<file path="src/rtl/scan_regport_pkg.sv">
package scan_regport_pkg;

    localparam int DATA_W  = 32;
    localparam int ADDR_W  = 7;
    localparam int ACC_W   = DATA_W + ADDR_W + 1;
    localparam int IR_W    = 4;
    localparam int SEL_W   = 5;

    localparam logic [IR_W-1:0]  IR_CHAIN_SEL  = 4'h2;
    localparam logic [IR_W-1:0]  IR_REG_ACCESS = 4'hC;
    localparam logic [SEL_W-1:0] ACCESS_CHAIN  = '0;

    typedef enum logic [1:0] {
        PATH_BYPASS = 2'd0,
        PATH_SELECT = 2'd1,
        PATH_ACCESS = 2'd2,
        PATH_DUMMY  = 2'd3
    } path_e;

    typedef struct packed {
        logic cap;
        logic shf;
        logic upd;
    } strobe_t;

    typedef struct packed {
        logic              wr;
        logic [ADDR_W-1:0] addr;
        logic [DATA_W-1:0] data;
    } acc_word_t;

    function automatic path_e pick_path(input logic [IR_W-1:0] ir,
                                        input logic [SEL_W-1:0] sel);
        path_e p;
        if (ir == IR_CHAIN_SEL)
            p = PATH_SELECT;
        else if (ir == IR_REG_ACCESS)
            p = (sel == ACCESS_CHAIN) ? PATH_ACCESS : PATH_DUMMY;
        else
            p = PATH_BYPASS;
        return p;
    endfunction

    function automatic strobe_t gate_strobe(input strobe_t st, input logic en);
        return en ? st : '0;
    endfunction

endpackage

</file>
<file path="src/rtl/scan_bit_cell.sv">
module scan_bit_cell
    import scan_regport_pkg::*;
(
    input  logic    clk,
    input  logic    rst,
    input  strobe_t st,
    input  logic    tdi,
    output logic    tdo
);
    logic bit_q;

    always_ff @(posedge clk) begin
        if (rst)
            bit_q <= 1'b0;
        else if (st.cap)
            bit_q <= 1'b0;
        else if (st.shf)
            bit_q <= tdi;
    end

    assign tdo = bit_q;


    cell_capture_zero_chk: assert property (@(posedge clk) disable iff (rst)
        $past(st.cap) |-> (tdo == 1'b0));

endmodule

</file>
<file path="src/rtl/scan_sel_chain.sv">
module scan_sel_chain
    import scan_regport_pkg::*;
(
    input  logic             clk,
    input  logic             rst,
    input  strobe_t          st,
    input  logic             tdi,
    output logic             tdo,
    output logic [SEL_W-1:0] sel_q
);
    logic [SEL_W-1:0] sr;

    always_ff @(posedge clk) begin
        if (rst) begin
            sr    <= '0;
            sel_q <= ACCESS_CHAIN;
        end else begin
            if (st.cap)
                sr <= sel_q;
            else if (st.shf)
                sr <= {tdi, sr[SEL_W-1:1]};
            if (st.upd)
                sel_q <= sr;
        end
    end

    assign tdo = sr[0];


    sel_latch_chk: assert property (@(posedge clk) disable iff (rst)
        $past(st.upd) |-> (sel_q == $past(sr)));


    sel_hold_chk: assert property (@(posedge clk) disable iff (rst)
        !$past(st.upd) |-> $stable(sel_q));

endmodule

</file>
<file path="src/rtl/scan_access_chain.sv">
module scan_access_chain
    import scan_regport_pkg::*;
(
    input  logic              clk,
    input  logic              rst,
    input  strobe_t           st,
    input  logic              tdi,
    output logic              tdo,
    output logic              bus_wr,
    output logic              bus_rd,
    output logic [ADDR_W-1:0] bus_addr,
    output logic [DATA_W-1:0] bus_wdata,
    input  logic [DATA_W-1:0] bus_rdata
);
    logic [ACC_W-1:0]  sr;
    logic [DATA_W-1:0] hold_q;
    acc_word_t         word;
    acc_word_t         cap_word;

    assign word = acc_word_t'(sr);

    always_comb begin
        cap_word      = '0;
        cap_word.data = hold_q;
    end

    always_ff @(posedge clk) begin
        if (rst)
            sr <= '0;
        else if (st.cap)
            sr <= ACC_W'(cap_word);
        else if (st.shf)
            sr <= {tdi, sr[ACC_W-1:1]};
    end

    always_ff @(posedge clk) begin
        if (rst) begin
            bus_wr    <= 1'b0;
            bus_rd    <= 1'b0;
            bus_addr  <= '0;
            bus_wdata <= '0;
        end else begin
            bus_wr <= st.upd &  word.wr;
            bus_rd <= st.upd & ~word.wr;
            if (st.upd) begin
                bus_addr  <= word.addr;
                bus_wdata <= word.data;
            end
        end
    end

    always_ff @(posedge clk) begin
        if (rst)
            hold_q <= '0;
        else if (bus_rd)
            hold_q <= bus_rdata;
    end

    assign tdo = sr[0];


    capture_word_chk: assert property (@(posedge clk) disable iff (rst)
        $past(st.cap) |-> (word.data == $past(hold_q) && word.addr == '0 && !word.wr));


    wr_after_update_chk: assert property (@(posedge clk) disable iff (rst)
        bus_wr |-> $past(st.upd));


    wr_single_chk: assert property (@(posedge clk) disable iff (rst)
        bus_wr |=> !bus_wr);


    hold_load_chk: assert property (@(posedge clk) disable iff (rst)
        $past(bus_rd) |-> (hold_q == $past(bus_rdata)));


    rd_single_chk: assert property (@(posedge clk) disable iff (rst)
        bus_rd |=> !bus_rd);


    rd_after_update_chk: assert property (@(posedge clk) disable iff (rst)
        bus_rd |-> ($past(st.upd) && !$past(st.cap)));


    hold_keep_chk: assert property (@(posedge clk) disable iff (rst)
        !$past(bus_rd) |-> $stable(hold_q));


    strobe_excl_chk: assert property (@(posedge clk) disable iff (rst)
        $onehot0({bus_wr, bus_rd}));

endmodule

</file>
<file path="src/rtl/scan_regport.sv">
module scan_regport
    import scan_regport_pkg::*;
(
    input  logic              clk,
    input  logic              rst,
    input  logic [IR_W-1:0]   ir_code,
    input  logic              tap_capture,
    input  logic              tap_shift,
    input  logic              tap_update,
    input  logic              tdi,
    output logic              tdo,
    output logic              bus_wr,
    output logic              bus_rd,
    output logic [ADDR_W-1:0] bus_addr,
    output logic [DATA_W-1:0] bus_wdata,
    input  logic [DATA_W-1:0] bus_rdata
);
    logic [SEL_W-1:0] sel_q;
    path_e            path;
    strobe_t          st_all;
    strobe_t          st_sel;
    strobe_t          st_acc;
    strobe_t          st_dum;
    strobe_t          st_byp;
    logic             tdo_sel;
    logic             tdo_acc;
    logic             tdo_dum;
    logic             tdo_byp;

    assign path   = pick_path(ir_code, sel_q);
    assign st_all = '{cap: tap_capture, shf: tap_shift, upd: tap_update};
    assign st_sel = gate_strobe(st_all, path == PATH_SELECT);
    assign st_acc = gate_strobe(st_all, path == PATH_ACCESS);
    assign st_dum = gate_strobe(st_all, path == PATH_DUMMY);
    assign st_byp = gate_strobe(st_all, path == PATH_BYPASS);

    scan_sel_chain i_sel (
        .clk   (clk),
        .rst   (rst),
        .st    (st_sel),
        .tdi   (tdi),
        .tdo   (tdo_sel),
        .sel_q (sel_q)
    );

    scan_access_chain i_acc (
        .clk       (clk),
        .rst       (rst),
        .st        (st_acc),
        .tdi       (tdi),
        .tdo       (tdo_acc),
        .bus_wr    (bus_wr),
        .bus_rd    (bus_rd),
        .bus_addr  (bus_addr),
        .bus_wdata (bus_wdata),
        .bus_rdata (bus_rdata)
    );

    scan_bit_cell i_dummy (
        .clk (clk),
        .rst (rst),
        .st  (st_dum),
        .tdi (tdi),
        .tdo (tdo_dum)
    );

    scan_bit_cell i_bypass (
        .clk (clk),
        .rst (rst),
        .st  (st_byp),
        .tdi (tdi),
        .tdo (tdo_byp)
    );

    always_comb begin
        unique case (path)
            PATH_SELECT: tdo = tdo_sel;
            PATH_ACCESS: tdo = tdo_acc;
            PATH_DUMMY:  tdo = tdo_dum;
            default:     tdo = tdo_byp;
        endcase
    end


    reset_state_chk: assert property (@(posedge clk) disable iff (rst)
        $past(rst) |-> (!bus_wr && !bus_rd && sel_q == ACCESS_CHAIN));


    strobe_source_chk: assert property (@(posedge clk) disable iff (rst)
        (bus_wr || bus_rd) |-> ($past(ir_code) == IR_REG_ACCESS && $past(sel_q) == ACCESS_CHAIN));

endmodule

</file>
<file path="config.mk">
export PLATFORM = sky130hd
export DESIGN_NAME = scan_regport
export DESIGN_NICKNAME = d
export VERILOG_FILES = /design/src/rtl/scan_regport_pkg.sv /design/src/rtl/scan_bit_cell.sv /design/src/rtl/scan_sel_chain.sv /design/src/rtl/scan_access_chain.sv /design/src/rtl/scan_regport.sv
export SDC_FILE = /design/constraint.sdc
export NUM_CORES = 1
export LEC_CHECK = 0
export ABC_AREA = 1
export BUFFER_PORTS_ARGS = -buffer_cell sky130_fd_sc_hd__buf_4
export CAP_MARGIN = 20
export CORE_MARGIN = 2
export CORE_UTILIZATION = 55
export DETAILED_ROUTE_END_ITERATION = 10
export MAX_ROUTING_LAYER = met4
export PLACE_DENSITY_LB_ADDON = 0.12
export SLEW_MARGIN = 10
export SYNTH_ARGS = -nofsm -noshare
export SYNTH_HDL_FRONTEND = slang
export SYNTH_SLANG_ARGS = --single-unit
</file>
<file path="constraint.sdc">
create_clock -name clk -period 1.5 [get_ports clk]
set_input_delay 0.225 -clock clk [delete_from_list [all_inputs] [get_ports clk]]
set_output_delay 0.225 -clock clk [all_outputs]
set_load 0.02 [all_outputs]
</file>
## Word-level counts from Yosys, hierarchy flattened

Index checks and enable logic that the tools add are counted.

| word-level totals | value |
|---|---|
| register bits | 125 |
| bits of input ports | 42 |
| word-level logic and storage cells | 38 |

| operators by class | value |
|---|---|
| bitwise operators | 3 |
| equality and inequality tests | 5 |
| multiplexer cells | 12 |
| reduce and logical (&&, ||, !) cells | 7 |

Operators with widths:

| cell | number |
|---|---|
| $mux W32 | 2 |
| $mux W3 | 4 |
| $mux W5 | 2 |
| $reduce_or A2 Y1 | 3 |
| $logic_not A5 Y1 | 1 |
| $eq A2 B2 Y1 const B | 2 |
| $eq A4 B2 Y1 const B | 1 |
| $eq A4 B4 Y1 const B | 1 |
| $mux W2 | 2 |
| $reduce_bool A2 Y1 | 2 |
| $pmux W1 S3 | 1 |
| $and A1 B1 Y1 | 2 |
| $eq A2 B1 Y1 const B | 1 |
| $logic_not A2 Y1 | 1 |
| $mux W1 | 1 |
| $not A1 Y1 | 1 |

## Longest topological paths before layout

Gate-level depths: netlist (run 1).

| depth | value |
|---|---|
| word-level depth | 8 |
| gate-level depth with buffers | 10 |
| gate-level depth less buffers | 8 |

## Modules after synthesis

Synthesis (run 1) repeated with hierarchy kept, for this count alone.

| unflattened totals | value |
|---|---|
| cell total of the unflattened synthesis | 702 |
| area, all modules | 5162.5 sq um |

Modules (own cells, without submodules):

| module | cells each | area an instance (sq um) | times used |
|---|---|---|---|
| scan_access_chain | 588 | 4434.3 | 1 |
| scan_sel_chain | 60 | 452.9 | 1 |
| scan_regport | 40 | 185.2 | 1 |
| scan_bit_cell | 7 | 45.0 | 2 |

## Worst setup path after synthesis (run 1)

Ideal clock, no wire load.

| timing path | value |
|---|---|
| path type | reg2reg |
| from | reg i_acc.bus_rd |
| to | reg i_acc.hold_q[23] |
| setup slack | 95 ps |
| arrival | 1273 ps |
| setup time | 133 ps |
| cell stages (with the launch flop) | 6 |
| buffers on the path | 2 |
| cells stage by stage | dfxtp_1 > clkbuf_1 > clkinv_1 > clkbuf_1 > o21ai_0 > a21oi_1 |

RTL lines:

| item | line | text |
|---|---|---|
| start, declared | scan_access_chain.sv:10 | `output logic bus_rd,` |
| start signal, assigned | scan_access_chain.sv:44 | `bus_rd <= st.upd & ~word.wr;` |
| end signal, assigned | scan_access_chain.sv:56 | `hold_q <= bus_rdata;` |
| end, declared | scan_access_chain.sv:16 | `logic [DATA_W-1:0] hold_q;` |

## Final worst setup path (run 1)

| timing path | value |
|---|---|
| from | reg i_sel.sel_q[1] |
| to | out tdo |

| on the way | value |
|---|---|
| longest elaborated chain between the ends | 6 |
| elaborated cells on any way between the ends | 8 |
| classes of those cells | eq/ne: 3; mux: 4; reduce/logical: 1 |

RTL lines:

| item | line | text |
|---|---|---|
| start, declared | scan_sel_chain.sv:9 | `output logic [SEL_W-1:0] sel_q` |
| start signal, assigned | scan_sel_chain.sv:23 | `sel_q <= sr;` |
| $logic_not A5 Y1 (*) | scan_regport_pkg.sv:38 | `p = (sel == ACCESS_CHAIN) ? PATH_ACCESS : PATH_DUMMY;` |
| $mux W1 (*) | scan_regport_pkg.sv:38 |  |
| $mux W2 (*) | scan_regport_pkg.sv:37 | `else if (ir == IR_REG_ACCESS)` |
| $mux W2 (*) | scan_regport_pkg.sv:35 | `if (ir == IR_CHAIN_SEL)` |
| $eq A2 B2 Y1 or $eq A2 B1 Y1 (tied branches) | scan_regport.sv:76 | `unique case (path)` |
| $pmux W1 S3 (*) | scan_regport.sv:76 |  |
| end, declared | scan_regport.sv:11 | `output logic tdo,` |

Mark *: on every way between the ends. The rest lies on a longest branch, timed or not.

==> key figures, run 1 <==
Status
  • Status: finished with violations
  • Violated checks: setup timing

Placed design
  • IO buf count: 83
  • Placed cell area: roughly 6000 um^2
  • Dpl cells: between 800 and 900
  • RePlAce Congestion: roughly 0.84
  • Place WS: ~0.023 ns
  • Hpwl dp: slightly below 8000 um

Yosys
  • Cell Area, Synth: 5160 um^2
  • YS warnings: 0
  • Avg Cell Area, Syn: roughly 7.3 um^2
  • Largest area contributor in the netlist: dfxtp_1
  • Top post-synthesis cells by count: 210 x nand2_1, 125 x dfxtp_1, 94 x a21oi_1
  • Cells after synthesis: about 710
  • Number of flops mapped to enable cells by yosys: 0
  • Yosys reg bits: ~130
  • Count of cell types in the netlist: 29
  • Sequential area share after synthesis: 48.5%
  • Ranking of synthesized cells by area: dfxtp_1 48%, nand2_1 15%, a21oi_1 9.1%, nor2_1 5.3%, inv_1 4.0%
  • Ys flop type: dfxtp_1
  • Synth Net Count: 750
  • Post-synth ARST share: 0%
  • Yosys top cell area share: 48.5%
  • Count leader, synth: nand2_1

Setup path
  • Worst Path Arrival: about 1.5 ns
  • Crit-path cells: nor2_4 -> nand3_4 -> nor2_8 -> nand3_2 -> nand4_1 -> buf_6
  • CP max stage cell: dfxtp_4
  • WP data required: around 1.3 ns
  • Top Family by Delay on Critical Path: simple AND/OR/NAND/NOR gates
  • Crit Path Max Fanout: 3
  • Peak per-stage delay on the critical path: 0.36 ns
  • Crit path buffers/inverters: 1
  • Setup Crit Path Kind: flip-flop to output port
  • Endpoint type of the worst setup path: output port
  • Crit path launch type: flip-flop

Floorplan
  • Initial Util: between 50% and 60%
  • Row cnt: 35
  • Die area: slightly above 10,000 um^2
  • Die width: around 100 um
  • Core Area: approximately 9200 um^2
  • Die H: around 100 um
  • # IOs: 84

Run
  • Max_cap viols: 0

Clock network
  • CTS Buf Count: 17
  • Clk sinks: between 100 and 150
  • CTS tree: done
  • Root buf cell: clkbuf_8
  • Worst skew pair latency: 0.52 ns
  • Max clock buf depth: 2
  • Clk pin slew, worst setup/hold paths: approximately 0.06 ns
  • Htree depth: 4

STA
  • Hold Slack: between 0.008 and 0.009 ns
  • Final worst path period share: 117%
  • Final Hold Fails: 0
  • Slew headroom: a little under 60%
  • Slew of the pin with the lowest slew margin: 0.627 ns
  • Period minus WS final: ~1.8 ns
  • Setup ws final: -0.251 ns
  • Final-report setup violation count: 82
  • Worst clock skew: ~0.011 ns
  • F_max: around 0.57 GHz
  • Unrepaired setup endpoints after global routing: true
  • Fin. max-slew vios: 0

Drt
  • First DRT Iteration DRCs: approximately 380
  • Vias/cell: 5.49
  • First-pass DRT Iterations: 5
  • Via count: ~5,300
  • Routed wire length: ~16,000 um
  • Avg WL per Cell: between 15 and 20 um
  • Drc violations: 0
  • Antenna-violating nets left: 0

Power and ir drop
  • Switching pwr: about 1.9 mW
  • Comb pwr share: under 10%
  • Tot Pwr: 8.24 mW
  • P_int: between 6 and 7 mW
  • Power Density: 1100 nW/um^2
  • Register share of total power: just over 40%
  • Worst vdd ir: between 0.0008 and 0.0009 V
  • Clock power frac: between 50% and 60%
  • LEAKAGE: approximately 3.4 nW
  • Switching Fraction: 23.1%

Global route
  • Initial antenna violation count: 0
  • Largest net degree at the start of global routing: 46
  • First-pass GRT wire length: about 21,000 um
  • Total track usage: 26.9%
  • Vias in the first global route: between 4,000 and 5,000
  • Grt ovf: 0

Final layout
  • Synth-to-Final Area Change: 45.2%
  • Nets: just under 900
  • Final Instance Area: 7500 um^2
  • Ratio of cells with drive above 1 in the final layout: between 30% and 40%
  • Fin cells: slightly below 1,000
  • Inserted Diodes: 0

Worst hold path
  • Worst hold-check path type: primary input to flip-flop
[power by group through the flow]
stage / combinational [mW] / clock (mW) / sequential [mW]
floorplan: 0.257 / 0 / 3.46
global placement: 0.424 / 0 / 3.46
detailed placement: 0.436 / 0 / 3.46
CTS: 0.514 / 4.25 / 3.39
global route: 0.658 / 4.41 / 3.40
finish: 0.610 / 4.24 / 3.39
[routing by layer]
metal | global-route usage [%] | routed length [um]
met2 | 44.7 | 7810
met1 | 31.4 | 6340
met3 | 6.17 | 941
met5 | - | 0
met4 | 11.4 | 493
[timing repair]
action / in CTS / in global routing
gates cloned: 0 / 12
hold endpoints to repair: 28 / 0
setup endpoints to repair: 1 / 83
hold buffers: 28 / 0
pin swaps: 4 / 23
resized for setup: 17 / 76
setup buffers: 6 / 4
[worst reg2reg max path, stage by stage (launching register included)]
cell and delay [ns]:
dfxtp_1 0.35, inv_1 0.10, nand3_4 0.13, nor2_8 0.04, buf_4 0.13, buf_6 0.12
o211ai_4 0.24, clkbuf_16 0.30, nand2_1 0.08, nand2_1 0.09, nor2_1 0.04
[registers in the layout, indices dropped and copies added, names as in the netlist, 5 cells and up]
signal / flops
i_acc.hold_q: 32
i_acc.sr: 40
i_acc.bus_wdata: 32
i_acc.bus_addr: 7
i_sel.sr: 5
i_sel.sel_q: 5
[through the flow]
stage | setup TNS, ns | util (%)
2_1_floorplan | 0 | -
3_3_place_gp | 0 | 65.5
3_5_place_dp | 0 | 65.5
4_1_cts | -2.35 | 76.3
5_1_grt | -16.82 | 81.9
6_report | -10.67 | 81.9
[placed cells by master (no fill, tap or decap), drive strengths merged]
cell         synthesis  final
nand2              220    220
dfxtp              125    125
buf                 22    118
a21oi              105    105
nor2                78     78
inv                 57     58
o21ai               39     39
dlygate4sd3          0     28
clkbuf              18     25
or2                 18     18
nand3               11     11
clkinvlp             0      6
o22ai                5      5
clkinv               2      5
bufinv               0      4
nand4                3      3
nor3                 2      2
o211ai               1      1
o211a                1      1
nor3b                1      1
[final cells by class]
| type | count | area [um^2] |
|---|---|---|
| well taps | 111 | 139 |
| clock buffers | 18 | 418 |
| inverters | 59 | 236 |
| repair buffers | 153 | 1490 |
| clock inverters | 14 | 193 |
| flip-flops and latches | 125 | 2510 |
| fillers | 552 | 1650 |
| multi-input cells | 484 | 2520 |
[worst paths after layout]
check	startpoint	to	slack, ns	depth (start not counted)
worst min-delay path	bus_rdata[26]	i_acc.hold_q[26]	0.009	3
worst min register to register	i_acc.hold_q[17]	i_acc.hold_q[17]	0.46	2
worst max-delay path	i_sel.sel_q[1]	tdo	-0.25	6
worst max register to register	i_sel.sel_q[3]	i_acc.sr[5]	-0.23	10
[cells by family after synthesis]
logic type | count (synthesis) | share of synthesized area, %
AND/OR/NAND/NOR | 333 | 27.6
buffers and inverters | 99 | 7.97
AO/OA/AOI/OAI | 151 | 16.0
flip-flops | 125 | 48.5
Power figures use the tool's default switching activity.
==> run 2, diff against run 1 <==
--- a/config.mk
+++ b/config.mk
@@ -11,6 +11,7 @@
 export CORE_MARGIN = 2
 export CORE_UTILIZATION = 55
 export DETAILED_ROUTE_END_ITERATION = 10
+export HOLD_SLACK_MARGIN = 0.08
 export MAX_ROUTING_LAYER = met4
 export PLACE_DENSITY_LB_ADDON = 0.12
 export SLEW_MARGIN = 10
==> key figures, run 2 (same netlist as run 1, synthesis figures left out) <==
Floorplan
  • Die area: just over 10,000 um^2
  • Die H: between 100 and 150 um
  • Initial Util: a little under three fifths
  • Core Area: just over 9000 um^2
  • Die width: around 100 um
  • # IOs: 84
  • Row cnt: 35

Clock network
  • CTS tree: done
  • Htree depth: 4
  • Clk pin slew, worst setup/hold paths: roughly 0.06 ns
  • CTS Buf Count: 17
  • Max clock buf depth: 2
  • Clk sinks: 125
  • Root buf cell: clkbuf_8
  • Worst skew pair latency: ~0.51 ns

Status
  • Status: finished with violations
  • Violated checks: setup timing

Global route
  • Largest net degree at the start of global routing: 46
  • Total track usage: ~27%
  • Initial antenna violation count: 0
  • First-pass GRT wire length: between 20,000 and 25,000 um
  • Grt ovf: 0
  • Vias in the first global route: approximately 4,700

Drt
  • Via count: approximately 5,400
  • Vias/cell: about 5.5
  • Antenna-violating nets left: 0
  • Routed wire length: between 15,000 and 20,000 um
  • Drc violations: 0
  • First DRT Iteration DRCs: ~370
  • First-pass DRT Iterations: 6
  • Avg WL per Cell: approximately 16 um

Final layout
  • Synth-to-Final Area Change: 47.0%
  • Filler cell count: approximately 540
  • Biggest register: i_acc.sr
  • Nets: slightly below 900
  • Most frequent cells in the layout: 184 x nand2_1, 121 x dfxtp_1, 99 x buf_4
  • Most common cell after layout, fill and taps aside: nand2_1
  • Ratio of cells with drive above 1 in the final layout: around 33%
  • Inserted Diodes: 0
  • Max reg flops: 40
  • Biggest regs: i_acc.sr x40, i_acc.bus_wdata x32, i_acc.hold_q x32
  • Fin cells: roughly 1,000

Setup path
  • Endpoint type of the worst setup path: output port
  • Worst R2R Setup Slack: -0.24 ns
  • Setup Crit Path Kind: flip-flop to output port
  • Crit path buffers/inverters: 1
  • Top Family by Delay on Critical Path: simple AND/OR/NAND/NOR gates
  • Crit-path cells: nor2_4 -> nand3_4 -> nor2_8 -> nand3_2 -> nand4_1 -> buf_6
  • Crit Path Max Fanout: 3
  • Peak per-stage delay on the critical path: 0.33 ns
  • Crit path launch type: flip-flop
  • CP max stage cell: dfxtp_2
  • Worst Path Arrival: around 1.5 ns
  • WP data required: about 1.3 ns

STA
  • F_max: 0.569 GHz
  • Final Hold Fails: 0
  • Slew of the pin with the lowest slew margin: 0.636 ns
  • Final worst path period share: 117%
  • Unrepaired setup endpoints after global routing: true
  • Fin. max-slew vios: 0
  • Period minus WS final: between 1.5 and 2 ns
  • Setup ws final: -0.258 ns
  • Slew headroom: between 50 and 60%
  • Final-report setup violation count: 82
  • Worst clock skew: roughly 0.0064 ns

Run
  • Max_cap viols: 0

Power and ir drop
  • Switching pwr: 1.90 mW
  • Switching Fraction: between 20% and 30%
  • Comb pwr share: ~7.6%
  • Power Density: approximately 1100 nW/um^2
  • Register share of total power: roughly two fifths
  • Worst vdd ir: roughly 0.00082 V
  • LEAKAGE: 3.47 nW
  • Clock power frac: roughly half
  • P_int: ~6.4 mW
  • Tot Pwr: 8.26 mW

Placed design
  • RePlAce Congestion: about 0.84
  • IO buf count: just over 80
  • Hpwl dp: 7710 um
  • Dpl cells: 883

Worst hold path
  • Worst hold-check path type: primary input to flip-flop
-- run 2: area by class of cell --
| type | instances | area, um^2 | area share (%) |
|---|---|---|---|
| clock buffers | 18 | 418 | 5.51 |
| clock inverters | 14 | 193 | 2.54 |
| inverters | 59 | 236 | 3.12 |
| multi-input cells | 484 | 2520 | 33.2 |
| repair buffers | 162 | 1580 | 20.8 |
| flip-flops and latches | 125 | 2510 | 33.1 |
| well taps | 111 | 139 | 1.83 |
-- run 2: power by group through the flow --
stage | logic, mW | registers [mW] | clock network [mW]
after floorplan | 0.257 | 3.46 | 0
after global placement | 0.424 | 3.46 | 0
after detailed placement | 0.436 | 3.46 | 0
after CTS | 0.532 | 3.39 | 4.25
after global routing | 0.678 | 3.40 | 4.42
final | 0.631 | 3.39 | 4.23
-- run 2: worst paths after layout --
path                                  startpoint                 end  cells after the start
worst max-delay path              i_sel.sel_q[0]                 tdo                      6
worst min-delay path                  ir_code[2]      i_sel.sel_q[2]                      7
worst max register to register    i_sel.sel_q[0]  i_acc.bus_wdata[8]                     10
worst min register to register  i_acc.hold_q[17]    i_acc.hold_q[17]                      2
-- run 2: layer usage --
| layer | GRT usage, % | share of wire, % |
|---|---|---|
| met5 | - | 0 |
| met4 | 11.4 | 3.6 |
| met3 | 6.10 | 6.0 |
| met2 | 45.1 | 50 |
| met1 | 31.7 | 40 |
-- run 2: tightest hold or removal path, cell delays in order --
cell     delay, ns
buf_4         0.08
nor2_1        0.05
inv_2         0.06
nor2_4        0.05
buf_4         0.15
nand3_1       0.06
a21oi_1       0.06
-- run 2: metrics by stage --
stage                     utilization (%)  setup WS (ns)  setup TNS, ns  hold slack [ns]  cell area [um^2]
after floorplan                         -         0.0945              0            0.360              5160
after CTS                            77.3         -0.258          -2.35            0.255              7070
after global routing                 82.9         -0.327         -16.91            0.288              7590
final                                82.9         -0.258         -11.47            0.268              7590
after global placement               65.5         0.0641              0            0.444              5990
after detailed placement             65.5         0.0226              0            0.450              5990
-- run 2: repair_timing --
action / 4_1_cts / 5_1_grt
setup endpoints to repair: 1 / 83
resized for setup: 17 / 76
setup buffers: 6 / 4
hold buffers: 37 / 0
pin swaps: 4 / 23
endpoints found under the hold margin: 40 / 0
cloned: 0 / 12
